===== src/rtl/qcnt_pkg.sv =====
// Shared encodings for the quadrature snapshot counter.
package qcnt_pkg;
    typedef enum logic [1:0] {
        CLK_QUAD   = 2'd0,
        CLK_SINGLE = 2'd1,
        CLK_TICK   = 2'd2
    } clk_mode_e;

    typedef enum logic [1:0] {
        PL_NONE  = 2'd0,
        PL_ZERO  = 2'd1,
        PL_INDEX = 2'd2
    } pl_trig_e;

    localparam int NUM_HW_EV  = 4;
    localparam int NUM_REASON = NUM_HW_EV + 1;
    localparam int EV_INDEX   = 0;
    localparam int EV_MATCH   = 1;
    localparam int EV_ZERO    = 2;
    localparam int EV_QERR    = 3;
    localparam int EV_FORCE   = 4;
endpackage


===== src/rtl/qcnt_decode.sv =====
// Count-step decoder. Turns encoder phases, a pulse/direction pair or an
// internal tick into one-cycle up/down strobes and an illegal-transition flag.
// Assumes phase inputs are already synchronized to clk. The previous-phase
// registers carry no reset because they only pipeline input data.
module qcnt_decode
    import qcnt_pkg::*;
(
    input  logic       clk,
    input  logic       run,
    input  logic [1:0] clk_mode,
    input  logic       phase_a,
    input  logic       phase_b,
    input  logic       tick,
    output logic       step_up,
    output logic       step_dn,
    output logic       qerr,
    output logic       floor_zero
);
    logic      a_q, b_q;
    logic [1:0] pos_q, pos_d, delta;
    logic      a_rise;
    clk_mode_e mode;

    assign mode = clk_mode_e'(clk_mode);

    // Remember the phase pair of the previous cycle.
    always_ff @(posedge clk) begin
        a_q <= phase_a;
        b_q <= phase_b;
    end

    // Decode a step from the old and new phase values.
    always_comb begin
        pos_q   = {b_q, a_q ^ b_q};
        pos_d   = {phase_b, phase_a ^ phase_b};
        delta   = pos_d - pos_q;
        a_rise  = phase_a & ~a_q;
        step_up = 1'b0;
        step_dn = 1'b0;
        qerr    = 1'b0;
        case (mode)
            CLK_QUAD: begin
                step_up = run && (delta == 2'd1);
                step_dn = run && (delta == 2'd3);
                qerr    = run && (delta == 2'd2);
            end
            CLK_SINGLE: begin
                step_up = run && a_rise && !phase_b;
                step_dn = run && a_rise && phase_b;
            end
            CLK_TICK: begin
                step_dn = run && tick;
            end
            default: ;
        endcase
        floor_zero = (mode == CLK_TICK);
    end
endmodule


===== src/rtl/qcnt_ixsel.sv =====
// Index source selector and rising-edge detector. Source 0 is the external
// index, 1 its inverse, and 2 upward the neighbouring channel outputs.
// The edge strobe is only produced while the channel runs.
module qcnt_ixsel #(
    parameter int NPEER = 6,
    localparam int IXW  = $clog2(NPEER + 2)
) (
    input  logic             clk,
    input  logic             rst_n,
    input  logic             run,
    input  logic [IXW-1:0]   ix_src,
    input  logic             index_ext,
    input  logic [NPEER-1:0] peer_out,
    output logic             ix_ev
);
    logic ix, ix_q;

    // Pick the selected index signal.
    always_comb begin
        ix = index_ext;
        if (ix_src == IXW'(1)) ix = ~index_ext;
        for (int k = 0; k < NPEER; k++) begin
            if (ix_src == IXW'(k + 2)) ix = peer_out[k];
        end
    end

    // Keep last cycle's selected index for edge detection.
    always_ff @(posedge clk) begin
        if (!rst_n) ix_q <= 1'b0;
        else        ix_q <= ix;
    end

    assign ix_ev = run & ix & ~ix_q;
endmodule


===== src/rtl/qcnt_core.sv =====
// Counter core: applies count steps, reloads and match detection.
// Internal-tick mode floors at zero; other modes wrap. A reload overrides a
// step in the same cycle. The permissive bit admits a reload only when idle.
module qcnt_core
    import qcnt_pkg::*;
#(
    parameter int W = 32
) (
    input  logic         clk,
    input  logic         rst_n,
    input  logic         step_up,
    input  logic         step_dn,
    input  logic         floor_zero,
    input  logic         ix_ev,
    input  logic [1:0]   pl_trig,
    input  logic         pl_alt,
    input  logic         pl_permissive,
    input  logic [W-1:0] preload0,
    input  logic [W-1:0] preload1,
    input  logic [W-1:0] cmp0,
    input  logic [W-1:0] cmp1,
    input  logic         cmp_sel,
    output logic [W-1:0] count,
    output logic [W-1:0] count_next,
    output logic         ev_match,
    output logic         ev_zero
);
    logic [W-1:0] stepped, pl_val, cmp_val;
    logic         pl_sel, at_zero, moving, reach_zero, pl_req, do_pl;
    pl_trig_e     trig;

    assign trig = pl_trig_e'(pl_trig);

    // Work out the next count and the events of this cycle.
    always_comb begin
        cmp_val    = cmp_sel ? cmp1 : cmp0;
        pl_val     = pl_sel ? preload1 : preload0;
        at_zero    = (count == '0);
        moving     = step_up | (step_dn & ~(floor_zero & at_zero));
        stepped    = step_up ? count + W'(1) : count - W'(1);
        reach_zero = moving && (stepped == '0);
        case (trig)
            PL_ZERO:  pl_req = reach_zero;
            PL_INDEX: pl_req = ix_ev;
            default:  pl_req = 1'b0;
        endcase
        do_pl      = pl_req && (!pl_permissive || at_zero || reach_zero);
        count_next = do_pl ? pl_val : (moving ? stepped : count);
        ev_zero    = reach_zero;
        ev_match   = moving && (stepped == cmp_val);
    end

    // Hold the count and the reload selection.
    always_ff @(posedge clk) begin
        if (!rst_n) begin
            count  <= '0;
            pl_sel <= 1'b0;
        end else begin
            count <= count_next;
            if (do_pl && pl_alt) pl_sel <= ~pl_sel;
        end
    end
endmodule


===== src/rtl/qcnt_snapq.sv =====
// Capture queue: DEPTH entries of DW bits with a show-ahead head.
// DEPTH must be a power of two. A push into a full queue is dropped and
// flags overflow unless a pop frees a slot in the same cycle; any pop clears it.
module qcnt_snapq #(
    parameter int DEPTH = 16,
    parameter int DW    = 69,
    localparam int AW   = $clog2(DEPTH)
) (
    input  logic          clk,
    input  logic          rst_n,
    input  logic          push,
    input  logic [DW-1:0] din,
    input  logic          pop,
    output logic [DW-1:0] dout,
    output logic          valid,
    output logic          overflow
);
    logic [DW-1:0] mem [DEPTH];
    logic [AW-1:0] wp, rp;
    logic [AW:0]   fill;
    logic          full, pop_ok, accept;

    assign valid  = (fill != '0);
    assign full   = (fill == (AW+1)'(DEPTH));
    assign pop_ok = pop && valid;
    assign accept = push && (!full || pop_ok);
    assign dout   = mem[rp];

    // Store accepted captures.
    always_ff @(posedge clk) begin
        if (accept) mem[wp] <= din;
    end

    // Track pointers, fill level and the drop flag.
    always_ff @(posedge clk) begin
        if (!rst_n) begin
            wp       <= '0;
            rp       <= '0;
            fill     <= '0;
            overflow <= 1'b0;
        end else begin
            if (accept) wp <= wp + AW'(1);
            if (pop_ok) rp <= rp + AW'(1);
            case ({accept, pop_ok})
                2'b10:   fill <= fill + (AW+1)'(1);
                2'b01:   fill <= fill - (AW+1)'(1);
                default: ;
            endcase
            if (pop_ok)              overflow <= 1'b0;
            else if (push && !accept) overflow <= 1'b1;
        end
    end
endmodule


===== src/rtl/qcnt_channel.sv =====
// Top of one counting channel with atomic captures. Combines the step decoder,
// index selector, counter core, arming of capture enables, a free-running
// stamp and the capture queue. Captures record the post-edge count.
module qcnt_channel
    import qcnt_pkg::*;
#(
    parameter int W      = 32,
    parameter int QDEPTH = 16,
    parameter int NPEER  = 6,
    localparam int IXW   = $clog2(NPEER + 2),
    localparam int DW    = 2 * W + NUM_REASON
) (
    input  logic                  clk,
    input  logic                  rst_n,
    input  logic                  run,
    input  logic [1:0]            clk_mode,
    input  logic                  phase_a,
    input  logic                  phase_b,
    input  logic                  tick,
    input  logic                  index_ext,
    input  logic [NPEER-1:0]      peer_out,
    input  logic [IXW-1:0]        ix_src,
    input  logic [1:0]            pl_trig,
    input  logic                  pl_alt,
    input  logic                  pl_permissive,
    input  logic [W-1:0]          preload0,
    input  logic [W-1:0]          preload1,
    input  logic [W-1:0]          cmp0,
    input  logic [W-1:0]          cmp1,
    input  logic                  cmp_sel,
    input  logic [NUM_HW_EV-1:0]  snap_en,
    input  logic [NUM_HW_EV-1:0]  snap_sticky,
    input  logic                  snap_load,
    input  logic                  force_snap,
    input  logic                  rd_en,
    output logic [W-1:0]          count,
    output logic                  rd_valid,
    output logic [W-1:0]          rd_count,
    output logic [W-1:0]          rd_stamp,
    output logic [NUM_REASON-1:0] rd_reason,
    output logic                  overflow
);
    logic                  step_up, step_dn, qerr, floor_zero, ix_ev;
    logic                  ev_match, ev_zero, push;
    logic [W-1:0]          count_next, stamp;
    logic [NUM_HW_EV-1:0]  hw_ev, armed, fired;
    logic [NUM_REASON-1:0] reason;
    logic [DW-1:0]         q_din, q_dout;

    qcnt_decode i_decode (
        .clk(clk), .run(run), .clk_mode(clk_mode),
        .phase_a(phase_a), .phase_b(phase_b), .tick(tick),
        .step_up(step_up), .step_dn(step_dn), .qerr(qerr), .floor_zero(floor_zero)
    );

    qcnt_ixsel #(.NPEER(NPEER)) i_ixsel (
        .clk(clk), .rst_n(rst_n), .run(run), .ix_src(ix_src),
        .index_ext(index_ext), .peer_out(peer_out), .ix_ev(ix_ev)
    );

    qcnt_core #(.W(W)) i_core (
        .clk(clk), .rst_n(rst_n), .step_up(step_up), .step_dn(step_dn),
        .floor_zero(floor_zero), .ix_ev(ix_ev), .pl_trig(pl_trig),
        .pl_alt(pl_alt), .pl_permissive(pl_permissive),
        .preload0(preload0), .preload1(preload1), .cmp0(cmp0), .cmp1(cmp1),
        .cmp_sel(cmp_sel), .count(count), .count_next(count_next),
        .ev_match(ev_match), .ev_zero(ev_zero)
    );

    // Collect hardware events in reason-bit order and form the capture.
    always_comb begin
        hw_ev            = '0;
        hw_ev[EV_INDEX]  = ix_ev;
        hw_ev[EV_MATCH]  = ev_match;
        hw_ev[EV_ZERO]   = ev_zero;
        hw_ev[EV_QERR]   = qerr;
        fired            = hw_ev & armed;
        reason           = {force_snap, fired};
        push             = (|fired) | force_snap;
        q_din            = {count_next, stamp, reason};
    end

    // Arm enables on load; consume non-sticky enables when they fire.
    always_ff @(posedge clk) begin
        if (!rst_n)         armed <= '0;
        else if (snap_load) armed <= snap_en;
        else                armed <= armed & ~(fired & ~snap_sticky);
    end

    // Free-running capture stamp.
    always_ff @(posedge clk) begin
        if (!rst_n) stamp <= '0;
        else        stamp <= stamp + W'(1);
    end

    qcnt_snapq #(.DEPTH(QDEPTH), .DW(DW)) i_snapq (
        .clk(clk), .rst_n(rst_n), .push(push), .din(q_din), .pop(rd_en),
        .dout(q_dout), .valid(rd_valid), .overflow(overflow)
    );

    assign rd_count  = q_dout[DW-1 -: W];
    assign rd_stamp  = q_dout[NUM_REASON +: W];
    assign rd_reason = q_dout[NUM_REASON-1:0];
endmodule


===== config.mk =====
export PLATFORM = sky130hd
export DESIGN_NAME = qcnt_channel
export DESIGN_NICKNAME = d
export VERILOG_FILES = /design/src/rtl/qcnt_pkg.sv /design/src/rtl/qcnt_decode.sv /design/src/rtl/qcnt_ixsel.sv /design/src/rtl/qcnt_core.sv /design/src/rtl/qcnt_snapq.sv /design/src/rtl/qcnt_channel.sv
export SDC_FILE = /design/constraint.sdc
export NUM_CORES = 1
export LEC_CHECK = 0
export ABC_AREA = 1
export BUFFER_PORTS_ARGS = -buffer_cell sky130_fd_sc_hd__buf_4
export CORE_UTILIZATION = 50
export DETAILED_ROUTE_END_ITERATION = 7
export GPL_TIMING_DRIVEN = 0
export PLACE_DENSITY_LB_ADDON = 0.2
export REMOVE_ABC_BUFFERS = 1
export SLEW_MARGIN = 10
export SYNTH_ARGS = -nofsm -noshare
export SYNTH_HDL_FRONTEND = slang
export SYNTH_SLANG_ARGS = --single-unit

===== constraint.sdc =====
create_clock -name clk -period 9.85 [get_ports clk]
set_clock_uncertainty 0.05 [all_clocks]
set_input_delay 1.4775 -clock clk [delete_from_list [all_inputs] [get_ports clk]]
set_output_delay 1.4775 -clock clk [all_outputs]
set_load 0.01 [all_outputs]

==> impl_metrics.tcl <==
set metrics [dict create \
    grt_use_met3_pct 3.75 \
    synth.most_common_cell "edfxtp_1" \
    crit_type "in2reg" \
    htree_levels 3 \
    routabilityCongestion 0.915 \
    vias 34900 \
    met2_usage_pct 43.0 \
    ys_top_cells_by_area "edfxtp_1 63%, mux2i_1 5.5%, o211ai_1 4.3%" \
    fin_ws_ps 2370 \
    netlist.top_cell.by_area "edfxtp_1" \
    antenna_found_initial 4 \
    end_kind "flop" \
    ios 265 \
    globalRoute.totalOverflow 0 \
    firstDrtPassIters 5 \
    required_ps 10180 \
    die_h_um 325 \
    die_w_um 325 \
    syn_area_per_cell_um2 11.8 \
    worstSkewPairLatency_ps 700 \
    crit_family "simple AND/OR/NAND/NOR gates" \
    hold_start "armed[3]" \
    portBuffers 264 \
    grt_pass1_wl_um 209000 \
    die-area_um2 106000 \
    crit_top_cell "nand2_1" \
    fin_util_pct 59.3 \
    ant_nets 0 \
    hold_viol 0 \
    async_flop_share_pct 0 \
    num-nets-final 4885 \
    wl_per_cell_um 23.1 \
    cp_num_buf_inv 9 \
    ctsHoldBuffers 0 \
    cts.repair.resized 0 \
    path_clk_slew_ps 60 \
    fill_cells 8232 \
    grt_use_total_pct 26.5 \
    worstPathArrival_ps 7800 \
    first_iter_violations 2990 \
    rows 118 \
    status "finished clean" \
    cp-startpoint "phase_b" \
    final_min_period_over_clock_period_pct 75.9 \
    core-area_um2 104000 \
    root_buffer "clkbuf_16" \
    synthCells 4432 \
    drc 0 \
    synth_seq_cells 1194 \
    yosysWarnings 0 \
    grt_use_met1_pct 37.6 \
    grt_max_degree 116 \
    clkSinkCount 1194 \
    slew_viol_final 0 \
    finalWirelength_um 142000 \
    grt_busiest_layer "met2" \
    cts_setup_buffers 0 \
    dp_slack_ps 1670 \
    start_util_pct 50.5 \
    fmax_mhz 134 \
    cts_tree "yes" \
    cts_buffers 116 \
    synth_top_area_share_pct 63.4 \
    synthDistinctLibCells 46 \
    synth_edf_count 1104 \
    viasPerCell 5.67 \
    dpl.hpwl_um 90600 \
    period_needed_ps 7480 \
    start_kind "input port" \
    detailed_place.area_um2 57500 \
    finalSetupViolations 0 \
    max-vdd-ir-drop_mv 0.158 \
    powerDensity_nw_per_um2 232 \
    cp_max_fo 33 \
    tightest_slew_ps 1180 \
    hp-class "reg2reg" \
    report.power.total_mw 14.2 \
    worst_path_max_delay_cell "nor2_4" \
    rsz0062_at_grt "false" \
    cts.path.max_buffers 3 \
    grt_pass1_vias 33200 \
    r2r-start "i_decode.b_q" \
    p_leak_nw 23.2 \
    relSlewSlack_pct 20.6 \
    synth-main-ff-cell "edfxtp_1" \
    ys_seq_area_share_pct 66.8 \
    area_delta_synth_final_pct 17.5 \
    max_cap_viol_count 0 \
    drive_gt1_share_pct 13.8 \
    netlist_area_um2 52300 \
    fin_area_um2 61500 \
    cpPeakStageDelay_ps 800 \
    synth_common_cells "1104 x edfxtp_1, 580 x nand2_1, 509 x inv_1, 359 x o21ai_0, 347 x a21oi_1" \
]
[path summary, 6_finish.rpt]
check                           slack [ps]            endpoint  cells after the start
worst max-delay path                  2370  i_snapq.mem[4][54]                     36
worst min-delay path                   420            armed[3]                      2
worst max register to register        2920  i_snapq.mem[4][54]                     35
worst min register to register         420            armed[3]                      2
[cells in the final DEF (no fill, tap or decap), types with 118 or more instances in the layout]
| cell type | instances |
|---|---|
| o21ai_0 | 359 |
| nor2_1 | 172 |
| inv_1 | 506 |
| mux2i_1 | 287 |
| buf_4 | 265 |
| clkbuf_16 | 118 |
| edfxtp_1 | 1104 |
| a21oi_1 | 347 |
| nand2_1 | 579 |
| o211ai_1 | 298 |
| nand3_1 | 202 |
[where the power goes]
group	internal, mW	total (mW)	switching (mW)
Sequential	5.77	5.91	0.138
Clock	2.75	4.64	1.89
Combinational	1.36	3.69	2.33
[layer usage]
| layer | vias to the layer above | wire (µm) |
|---|---|---|
| li1 | 16400 | - |
| met1 | 17100 | 62300 |
| met2 | 1249 | 67000 |
| met3 | 235 | 9440 |
| met4 | 2 | 3360 |
| met5 | - | 13 |
[registers in the layout (all words and copies together), names as in the netlist, named ones only]
register,cells
i_snapq.wp,4
i_snapq.fill,5
i_core.count,32
i_core.pl_sel,1
armed,4
i_snapq.overflow,1
i_snapq.mem,1104
i_decode.a_q,1
i_snapq.rp,4
i_ixsel.ix_q,1
stamp,32
i_decode.b_q,1
[worst register-to-register path: cells and delay by family (launching register included)]
family                   cells  cell delay, ps
adder cells (fa/ha/maj)      2             650
buffers and inverters        8            1540
AND/OR/NAND/NOR             23            3620
XOR/XNOR                     1             170
AO/OA/AOI/OAI                1             200
flip-flops                   1             360
[kinds of logic after synthesis]
family          Yosys count  share of synthesized area (%)
fa+ha+maj                46                           1.13
flops                  1194                           66.8
compound gates         1058                           12.0
xor+xnor                 14                          0.234
simple gates           1084                           8.85
mux                     287                           5.49
buf+inv                 749                           5.48
[per-stage QoR]
step	instances	hold WS [ps]	TNS, ps
3_3_place_gp	5845	402	-6228430
4_1_cts	6159	420	0
3_5_place_dp	5939	415	0
2_1_floorplan	4201	386	-717020
5_1_grt	6159	441	0
6_report	6161	421	0
[cell type report]
type / count / area, µm² / share of cell area, %
clock inverters: 53 / 731 / 1.19
flip-flops and latches: 1194 / 35000 / 56.9
diodes: 2 / 5.00 / 0.00814
multi-input cells: 2489 / 14600 / 23.8
repair buffers: 358 / 4160 / 6.76
clock buffers: 167 / 3310 / 5.38
inverters: 518 / 1970 / 3.20
well taps: 1380 / 1730 / 2.81
Power figures use the tool's default switching activity.
